===== src/rtl/tcw_pkg.sv =====
package tcw_pkg;

  // mode word field positions
  localparam int CSEL_LSB     = 0;
  localparam int INV_BIT      = 3;
  localparam int GATE_LSB     = 4;
  localparam int STOP_BIT     = 6;
  localparam int DIS_BIT      = 7;
  localparam int EDG_LSB      = 8;
  localparam int ESRC_LSB     = 10;
  localparam int ETRG_BIT     = 12;
  localparam int WSEL_LSB     = 13;
  localparam int WAVE_BIT     = 15;
  localparam int ACT_LSB      = 16;
  localparam int ACT_STRIDE   = 8;

  // status word bit positions
  localparam int ST_OVF  = 0;
  localparam int ST_CPA  = 2;
  localparam int ST_CPB  = 3;
  localparam int ST_CPC  = 4;
  localparam int ST_ETRG = 7;

  typedef enum logic [1:0] {
    ACT_NONE = 2'd0,
    ACT_SET  = 2'd1,
    ACT_CLR  = 2'd2,
    ACT_TGL  = 2'd3
  } act_e;

  function automatic logic act_apply(input logic cur, input logic [1:0] act);
    case (act)
      ACT_SET: return 1'b1;
      ACT_CLR: return 1'b0;
      ACT_TGL: return ~cur;
      default: return cur;
    endcase
  endfunction

  // highest-priority event carrying a non-none action
  function automatic logic [1:0] act_pick(
    input logic sw, input logic ext, input logic rcm, input logic cmp,
    input logic [1:0] a_sw, input logic [1:0] a_ext,
    input logic [1:0] a_rc, input logic [1:0] a_cmp);
    if (sw && a_sw != ACT_NONE)   return a_sw;
    if (ext && a_ext != ACT_NONE) return a_ext;
    if (rcm && a_rc != ACT_NONE)  return a_rc;
    if (cmp && a_cmp != ACT_NONE) return a_cmp;
    return ACT_NONE;
  endfunction

  function automatic logic edge_hit(input logic now, input logic prev,
                                    input logic [1:0] sel);
    case (sel)
      2'd1:    return now & ~prev;
      2'd2:    return ~now & prev;
      2'd3:    return now ^ prev;
      default: return 1'b0;
    endcase
  endfunction

endpackage


===== src/rtl/tcw_clk_sel.sv =====
module tcw_clk_sel #(
  parameter int NUM_INT = 5
) (
  input  logic               clk,
  input  logic               rst_n,
  input  logic [2:0]         sel,
  input  logic               inv,
  input  logic [1:0]         gate,
  input  logic [NUM_INT-1:0] int_clk,
  input  logic [2:0]         xc,
  output logic               tick
);
  localparam int NSRC    = 8;
  localparam int XC_BASE = 5;

  logic [NSRC-1:0] src_vec;
  logic [3:0]      gate_vec;
  logic            lvl;
  logic            lvl_q;

  for (genvar i = 0; i < NSRC; i++) begin : g_src
    if (i >= XC_BASE) begin : g_xc
      assign src_vec[i] = xc[i-XC_BASE];
    end else if (i < NUM_INT) begin : g_int
      assign src_vec[i] = int_clk[i];
    end else begin : g_tie
      assign src_vec[i] = 1'b0;
    end
  end

  assign gate_vec = {xc, 1'b1};
  assign lvl      = src_vec[sel] ^ inv;

  always_ff @(posedge clk or negedge rst_n) begin
    if (!rst_n) lvl_q <= 1'b0;
    else        lvl_q <= lvl;
  end

  assign tick = lvl & ~lvl_q & gate_vec[gate];

endmodule


===== src/rtl/tcw_evt_det.sv =====
module tcw_evt_det
  import tcw_pkg::*;
(
  input  logic       clk,
  input  logic       rst_n,
  input  logic [1:0] src,
  input  logic [1:0] edg,
  input  logic       pin_b,
  input  logic [2:0] xc,
  output logic       ev
);
  logic [3:0] cand;
  logic       lvl;
  logic       lvl_q;

  assign cand = {xc, pin_b};
  assign lvl  = cand[src];

  always_ff @(posedge clk or negedge rst_n) begin
    if (!rst_n) lvl_q <= 1'b0;
    else        lvl_q <= lvl;
  end

  assign ev = edge_hit(lvl, lvl_q, edg);

endmodule


===== src/rtl/tcw_counter.sv =====
module tcw_counter #(
  parameter int CNT_W = 16
) (
  input  logic             clk,
  input  logic             rst_n,
  input  logic             en,
  input  logic [1:0]       wsel,
  input  logic             cpc_stop,
  input  logic             cpc_dis,
  input  logic             cmd_en,
  input  logic             cmd_dis,
  input  logic             trig,
  input  logic             tick,
  input  logic [CNT_W-1:0] ra,
  input  logic [CNT_W-1:0] rb,
  input  logic [CNT_W-1:0] rc,
  output logic [CNT_W-1:0] cv,
  output logic             clk_on,
  output logic             ev_ovf,
  output logic             ev_ra,
  output logic             ev_rb,
  output logic             ev_rc
);
  localparam logic [CNT_W-1:0] ALL1 = {CNT_W{1'b1}};
  localparam logic [CNT_W-1:0] ONE  = {{(CNT_W-1){1'b0}}, 1'b1};

  logic             dir_up;
  logic             stopped;
  logic             step;
  logic             updown;
  logic             autorst;
  logic [CNT_W-1:0] top;
  logic [CNT_W-1:0] nxt;
  logic             dir_n;

  assign updown  = wsel[0];
  assign autorst = wsel[1];
  assign top     = autorst ? rc : ALL1;
  assign step    = en && clk_on && !stopped && tick && !trig;

  always_comb begin
    nxt   = cv;
    dir_n = dir_up;
    if (!updown) begin
      nxt = (autorst && cv == rc) ? '0 : cv + ONE;
    end else if (dir_up) begin
      if (cv >= top && cv != '0) begin
        nxt   = cv - ONE;
        dir_n = 1'b0;
      end else begin
        nxt = cv + ONE;
      end
    end else begin
      if (cv == '0) begin
        nxt   = ONE;
        dir_n = 1'b1;
      end else begin
        nxt = cv - ONE;
      end
    end
  end

  assign ev_ovf = step && !updown && cv == ALL1;
  assign ev_ra  = step && nxt == ra;
  assign ev_rb  = step && nxt == rb;
  assign ev_rc  = step && nxt == rc;

  always_ff @(posedge clk or negedge rst_n) begin
    if (!rst_n) begin
      cv      <= '0;
      dir_up  <= 1'b1;
      stopped <= 1'b0;
    end else if (trig) begin
      cv      <= '0;
      dir_up  <= 1'b1;
      stopped <= 1'b0;
    end else if (step) begin
      cv     <= nxt;
      dir_up <= dir_n;
      if (ev_rc && cpc_stop) stopped <= 1'b1;
    end
  end

  always_ff @(posedge clk or negedge rst_n) begin
    if (!rst_n)                         clk_on <= 1'b0;
    else if (cmd_dis || (ev_rc && cpc_dis)) clk_on <= 1'b0;
    else if (cmd_en)                    clk_on <= 1'b1;
  end

  // without a step or trigger the counter holds
  p_idle_hold_r2: assert property (@(posedge clk) disable iff (!rst_n)
    (!step && !trig) |=> $stable(cv));

  // in up/down-to-RC mode, reaching RC turns the count downward
  p_turn_at_rc_r6: assert property (@(posedge clk) disable iff (!rst_n)
    (step && wsel == 2'd3 && dir_up && cv == rc && cv != '0) |=> (cv == $past(cv) - ONE));

  // a stopped counter holds until a trigger
  p_stop_hold_r11: assert property (@(posedge clk) disable iff (!rst_n)
    (stopped && !trig) |=> $stable(cv));

endmodule


===== src/rtl/tcw_out_ctl.sv =====
module tcw_out_ctl
  import tcw_pkg::*;
(
  input  logic       clk,
  input  logic       rst_n,
  input  logic       en,
  input  logic       ev_sw,
  input  logic       ev_ext,
  input  logic       ev_rc,
  input  logic       ev_cmp,
  input  logic [1:0] a_sw,
  input  logic [1:0] a_ext,
  input  logic [1:0] a_rc,
  input  logic [1:0] a_cmp,
  output logic       q
);
  logic [1:0] act;

  assign act = act_pick(ev_sw, ev_ext, ev_rc, ev_cmp, a_sw, a_ext, a_rc, a_cmp);

  always_ff @(posedge clk or negedge rst_n) begin
    if (!rst_n)  q <= 1'b0;
    else if (en) q <= act_apply(q, act);
  end

  // with no event at all the level is kept
  p_quiet_hold_r8: assert property (@(posedge clk) disable iff (!rst_n)
    !(ev_sw || ev_ext || ev_rc || ev_cmp) |=> $stable(q));

endmodule


===== src/rtl/tcw_wave_chan.sv =====
module tcw_wave_chan
  import tcw_pkg::*;
#(
  parameter int CNT_W   = 16,
  parameter int NUM_INT = 5
) (
  input  logic               clk,
  input  logic               rst_n,
  input  logic [31:0]        mode,
  input  logic [CNT_W-1:0]   ra,
  input  logic [CNT_W-1:0]   rb,
  input  logic [CNT_W-1:0]   rc,
  input  logic               cmd_clk_en,
  input  logic               cmd_clk_dis,
  input  logic               cmd_sw_trig,
  input  logic               stat_clr,
  input  logic [7:0]         irq_mask,
  input  logic [NUM_INT-1:0] int_clk,
  input  logic [2:0]         xc,
  input  logic               tio_b_i,
  output logic               tio_a_o,
  output logic               tio_b_o,
  output logic               tio_b_oe,
  output logic [CNT_W-1:0]   cv_o,
  output logic [31:0]        status_o,
  output logic               irq
);
  localparam int NOUT = 2;

  logic       wave;
  logic       b_is_in;
  logic       tick;
  logic       ev_raw;
  logic       ev_ext;
  logic       ev_sw;
  logic       trig;
  logic       clk_on;
  logic       ev_ovf;
  logic       ev_ra;
  logic       ev_rb;
  logic       ev_rc;
  logic [7:0] st_set;
  logic [7:0] sticky;
  logic [NOUT-1:0] out_q;
  logic [NOUT-1:0] out_en;
  logic [NOUT-1:0] cmp_ev;

  assign wave    = mode[WAVE_BIT];
  assign b_is_in = (mode[ESRC_LSB +: 2] == 2'd0);
  assign ev_sw   = wave && cmd_sw_trig;
  assign ev_ext  = wave && ev_raw;
  assign trig    = ev_sw || (ev_ext && mode[ETRG_BIT]);

  tcw_clk_sel #(.NUM_INT(NUM_INT)) u_clk_sel (
    .clk     (clk),
    .rst_n   (rst_n),
    .sel     (mode[CSEL_LSB +: 3]),
    .inv     (mode[INV_BIT]),
    .gate    (mode[GATE_LSB +: 2]),
    .int_clk (int_clk),
    .xc      (xc),
    .tick    (tick)
  );

  tcw_evt_det u_evt (
    .clk   (clk),
    .rst_n (rst_n),
    .src   (mode[ESRC_LSB +: 2]),
    .edg   (mode[EDG_LSB +: 2]),
    .pin_b (tio_b_i),
    .xc    (xc),
    .ev    (ev_raw)
  );

  tcw_counter #(.CNT_W(CNT_W)) u_cnt (
    .clk      (clk),
    .rst_n    (rst_n),
    .en       (wave),
    .wsel     (mode[WSEL_LSB +: 2]),
    .cpc_stop (mode[STOP_BIT]),
    .cpc_dis  (mode[DIS_BIT]),
    .cmd_en   (cmd_clk_en),
    .cmd_dis  (cmd_clk_dis),
    .trig     (trig),
    .tick     (tick),
    .ra       (ra),
    .rb       (rb),
    .rc       (rc),
    .cv       (cv_o),
    .clk_on   (clk_on),
    .ev_ovf   (ev_ovf),
    .ev_ra    (ev_ra),
    .ev_rb    (ev_rb),
    .ev_rc    (ev_rc)
  );

  assign out_en = {wave && !b_is_in, wave};
  assign cmp_ev = {ev_rb, ev_ra};

  for (genvar i = 0; i < NOUT; i++) begin : g_out
    localparam int BASE = ACT_LSB + i * ACT_STRIDE;
    tcw_out_ctl u_out (
      .clk    (clk),
      .rst_n  (rst_n),
      .en     (out_en[i]),
      .ev_sw  (ev_sw),
      .ev_ext (ev_ext),
      .ev_rc  (ev_rc),
      .ev_cmp (cmp_ev[i]),
      .a_sw   (mode[BASE+6 +: 2]),
      .a_ext  (mode[BASE+4 +: 2]),
      .a_rc   (mode[BASE+2 +: 2]),
      .a_cmp  (mode[BASE +: 2]),
      .q      (out_q[i])
    );
  end

  always_comb begin
    st_set          = '0;
    st_set[ST_OVF]  = ev_ovf;
    st_set[ST_CPA]  = ev_ra;
    st_set[ST_CPB]  = ev_rb;
    st_set[ST_CPC]  = ev_rc;
    st_set[ST_ETRG] = ev_ext;
  end

  always_ff @(posedge clk or negedge rst_n) begin
    if (!rst_n)        sticky <= '0;
    else if (stat_clr) sticky <= st_set;
    else               sticky <= sticky | st_set;
  end

  assign tio_a_o  = out_q[0];
  assign tio_b_o  = out_q[1];
  assign tio_b_oe = wave && !b_is_in;
  assign irq      = |(sticky & irq_mask);
  assign status_o = {13'd0, out_q[1], out_q[0], clk_on, 8'd0, sticky};

  // B level never moves while the B pin is the event input
  p_b_hold_r12: assert property (@(posedge clk) disable iff (!rst_n)
    (wave && b_is_in) |=> $stable(tio_b_o));

  // a clear with no new event empties the sticky flags
  p_clear_r13: assert property (@(posedge clk) disable iff (!rst_n)
    (stat_clr && st_set == 8'd0) |=> (status_o[7:0] == 8'd0));

  // software trigger restarts from zero
  p_sw_restart_r10: assert property (@(posedge clk) disable iff (!rst_n)
    ev_sw |=> (cv_o == '0));

endmodule


===== config.mk =====
export PLATFORM = sky130hd
export DESIGN_NAME = tcw_wave_chan
export DESIGN_NICKNAME = d
export VERILOG_FILES = /design/src/rtl/tcw_pkg.sv /design/src/rtl/tcw_clk_sel.sv /design/src/rtl/tcw_evt_det.sv /design/src/rtl/tcw_counter.sv /design/src/rtl/tcw_out_ctl.sv /design/src/rtl/tcw_wave_chan.sv
export SDC_FILE = /design/constraint.sdc
export NUM_CORES = 1
export LEC_CHECK = 0
export BUFFER_PORTS_ARGS = -buffer_cell sky130_fd_sc_hd__buf_2
export CELL_PAD_IN_SITES_DETAIL_PLACEMENT = 1
export CELL_PAD_IN_SITES_GLOBAL_PLACEMENT = 2
export CORE_MARGIN = 1.5
export CORE_UTILIZATION = 32
export CTS_CLUSTER_DIAMETER = 80
export CTS_CLUSTER_SIZE = 20
export DETAILED_ROUTE_END_ITERATION = 6
export PLACE_DENSITY = 0.95
export SYNTH_ARGS = -nofsm -noshare
export SYNTH_HDL_FRONTEND = slang
export SYNTH_SLANG_ARGS = --single-unit

===== constraint.sdc =====
create_clock -name clk -period 9.2 [get_ports clk]
set_input_delay 0.46 -clock clk [delete_from_list [all_inputs] [get_ports clk]]
set_output_delay 0.46 -clock clk [all_outputs]
set_load 0.005 [all_outputs]

==> summary.md <==
| Metric | Value |
|---|---|
| Status | `finished, final reports clean` |
| Die area | `17520 sq um` |
| Relative slew slack | `0.2967` |
| Top delay family on crit path | `simple AND/OR/NAND/NOR gates` |
| Core area | `approximately 16000 sq um` |
| Worst skew pair latency | `0.28 ns` |
| Critical R2R Capture | `g_out[0].u_out.q` |
| Worst-path maximum fanout | `25` |
| Synth top cells by count | `nor2_1, nand2_1, o21ai_0` |
| Root buf cell | `clkbuf_16` |
| Clk buf depth | `2` |
| Crit. Startpoint | `u_cnt.cv[15]` |
| RSZ-0062 raised after global routing | `false` |
| Die Y-Extent | `132.4 um` |
| Fmax | `189.5 MHz` |
| Sequential share of power | `0.225` |
| CTS Sinks | `28` |
| Cell taking the most area after synthesis | `dfrtp_1` |
| Sw power | `322.8 uW` |
| Logic pwr share | `0.573` |
| Slew @ Worst Pin | `1.047 ns` |
| Cell-internal power | `370.1 uW` |
| Post-CTS Setup Bufs | `0` |
| Crit path cell chain | `ha_1, nand4_1, or3_1, o22ai_1, o31a_4, nand2_1, a311o_1, nor4_1, nand4_1, nor2_1, a211o_1, a211oi_1` |
| CP bufs+invs | `0` |
| Crit path largest cell delay | `roughly 0.73 ns` |
| Synth Flop Type | `dfrtp_1` |
| Endpoints failing setup | `0` |
| Area share of xor/xnor cells in the synthesized design | `0.08666` |
| Hold Crit Class | `input port to async pin` |
| Antenna violations before repair | `0` |
| Largest net degree at the start of global routing | `45` |
| First drt pass iteration count | `5` |
| Global route total overflow | `0` |
| CTS Buf Count | `3` |
| Reg2reg setup slack | `3.92 ns` |
| Area share of the largest cell type after synthesis | `0.1261` |
| Final net count | `942` |
| # Max-Cap Violations | `0` |
| Maximum VDD drop | `0.00006808 V` |
| Worst Setup End Kind | `flop` |
| Num ports | `between 150 and 200` |
| Req. time, crit path | `between 9 and 10 ns` |
| Sw frac | `0.4659` |
| # fillers | `between 2k and 2.5k` |
| Initial DRC count | `635` |
| Clk slew on worst S/H paths | `roughly 0.080 ns` |
| Vias/cell | `about 6.4` |
| Min Tclk post-route | `5.276 ns` |
| Startpoint types | `flop` |
| Std cell rows | `47` |
| Slowest library cell on the worst path | `nor4_1` |
| Gate count of the mapped netlist | `between 700 and 800` |
| Synth warn | `0` |
| Number of synthesized flops with an enable pin | `0` |
| Fin. Hold Viols | `0` |
| Critical Path AT | `5.43 ns` |
| Avg WL per Cell | `23.70 um` |
| Synth area leaders | `dfrtp_1, xnor2_1, ha_1` |
| Dpl ws | `just over 4 ns` |
| Final worst slack | `~3.9 ns` |
| Post-CTS Hold Fix Bufs | `0` |
| Final antenna-violating net count | `0` |
| Pleak | `2.667 nW` |
| Post-synthesis sequential area ratio | `0.1310` |
| Ys async rst share | `1.000` |
| Clock power frac | `0.202` |
| Port buffer count | `127` |
| Synthesis-stage register bit count | `28` |
| H-Tree Depth | `1` |
| Starting Density | `0.3253` |
| Reg2Reg Depth | `12` |
| DR DRC count | `0` |
| Main combinational cell family by area after synthesis | `compound AO/OA/AOI/OAI gates` |
| Total negative setup slack | `0 ns` |
| Routed WL | `approximately 25000 um` |
| Most instantiated library cell after synthesis | `nor2_1` |
| FF-to-FF Start | `u_cnt.cv[15]` |
| GP Congestion | `1.046` |
| Post-synthesis mux area share | `0.03994` |
| Vias | `6608` |
| Compound-Gate Fraction of Synth Area | `0.3139` |
| Power Dens Cells | `113.0 nW/um^2` |
| Total track usage | `0.2729` |
| Setup Skew | `0.01070 ns` |
| Post-Synth Adder-Cell Area | `0.04672` |
| Tcrit/Tclk final | `0.5735` |
| Kind of critical path | `flop to flop` |
| Vias in the first global route | `about 6.5k` |
| Fraction of layout cells with a size suffix above 1 | `0.2152` |
| CTS tree | `built` |
| HPWL after detailed placement | `18920 um` |
| Final slew viol count | `0` |
| # diodes | `0` |
| Netlist cell types | `82` |
| Cts repair resizes | `0` |
| Post-Syn Area per Cell | `7.358 sq um` |
| Area grow syn2layout | `14.51%` |
| Crit path top cell by count | `nand4_1` |
| Post-Syn Area | `5356 sq um` |
| Crit path to | `g_out[0].u_out.q` |
| Die X-Extent | `roughly 130 um` |
| Stages on worst setup path | `12` |
| Simple-gate share of the synthesized area | `0.2836` |
| First-pass GRT wire length | `around 38000 um` |
==> worst register-to-register path, delay by kind of cell (launching register included) <==
kind	cells	cell delay, ns
compound gates	5	1.69
flops	1	0.58
simple gates	6	2.45
fa+ha+maj	1	0.42
==> flip-flops by register name, indices dropped and copies added, names as in the netlist <==
| signal | cells |
|---|---|
| u_clk_sel.lvl_q | 1 |
| u_evt.lvl_q | 1 |
| u_cnt.stopped | 1 |
| sticky | 5 |
| u_cnt.dir_up | 1 |
| g_out.u_out.q | 2 |
| u_cnt.cv | 16 |
| u_cnt.clk_on | 1 |
==> routing by layer <==
layer	vias to the layer above	routed length, um	global-route usage
li1	2916	-	-
met1	3236	10650	0.3822
met2	388	10910	0.4284
met3	68	2203	0.03383
met4	0	835	0.1020
met5	-	0	0
==> how the worst min path moves through the flow <==
stage | endpoint | slack [ns] | cells after the start | start
2_1_floorplan | g_out[0].u_out.q | 0.16 | 0 | rst_n
3_3_place_gp | u_cnt.stopped | 0.48 | 2 | u_cnt.stopped
3_5_place_dp | u_cnt.stopped | 0.50 | 2 | u_cnt.stopped
4_1_cts | u_cnt.cv[2] | 0.23 | 1 | rst_n
5_1_grt | u_cnt.cv[4] | 0.26 | 1 | rst_n
6_report | u_cnt.cv[2] | 0.20 | 1 | rst_n
==> final cells by class <==
cell class	count	area (sq um)	area share
multi-input cells	621	4228	0.6893
repair buffers	139	725.7	0.1183
flip-flops and latches	28	701.9	0.1144
clock inverters	1	30.03	0.004896
inverters	26	97.59	0.01591
clock buffers	3	75.07	0.01224
well taps	220	275.3	0.04488
==> cells in the final DEF, fill, tap and decap left out, types with 7 or more instances in the layout <==
| master | netlist | routed |
|---|---|---|
| xnor2_1 | 30 | 30 |
| buf_4 | 30 | 12 |
| mux2i_1 | 9 | 9 |
| nand2_1 | 49 | 49 |
| and2_1 | 10 | 10 |
| nor4_1 | 18 | 18 |
| dfrtp_1 | 27 | 27 |
| conb_1 | 1 | 24 |
| a211oi_1 | 12 | 12 |
| xor2_1 | 23 | 23 |
| a21o_1 | 7 | 7 |
| nor2_1 | 51 | 51 |
| a22oi_1 | 13 | 13 |
| inv_1 | 26 | 26 |
| a21oi_1 | 30 | 30 |
| or3_1 | 12 | 12 |
| and3_1 | 8 | 8 |
| ha_1 | 20 | 20 |
| nand3_1 | 23 | 23 |
| a31oi_1 | 13 | 13 |
| o22ai_1 | 13 | 13 |
| o211ai_1 | 13 | 13 |
| nor3_1 | 22 | 22 |
| o21ai_0 | 43 | 43 |
| nand4_1 | 20 | 20 |
| buf_2 | 15 | 127 |
| nor2b_1 | 21 | 21 |
| o21a_1 | 7 | 7 |
==> kinds of logic (layout without fill, tap and decap cells) <==
logic type / Yosys count / after routing
simple gates: 275 / 275
other cells: 1 / 24
fa+ha+maj: 20 / 20
buf+inv: 102 / 169
mux: 17 / 17
xor+xnor: 53 / 53
compound gates: 232 / 232
flops: 28 / 28
==> through the flow <==
step	total power, mW	util	hold slack [ns]	cell area, sq um	std cells
floorplan	0.4030	-	0.1644	5443	751
global placement	0.5356	0.3661	0.4788	6028	1034
detailed placement	0.5412	0.3661	0.5012	6028	1034
CTS	0.6808	0.3725	0.2337	6133	1038
global route	0.7247	0.3725	0.2621	6133	1038
finish	0.6929	0.3725	0.2007	6133	1038
==> power by group through the flow <==
stage          combinational, mW  clock [mW]  sequential [mW]
5_1_grt                    0.424       0.143            0.157
3_3_place_gp               0.378           0            0.157
3_5_place_dp               0.384           0            0.158
2_1_floorplan              0.260           0            0.143
4_1_cts                    0.386       0.140            0.155
6_report                   0.397       0.140            0.156
Note: power is estimated with default switching activity, not from simulation.
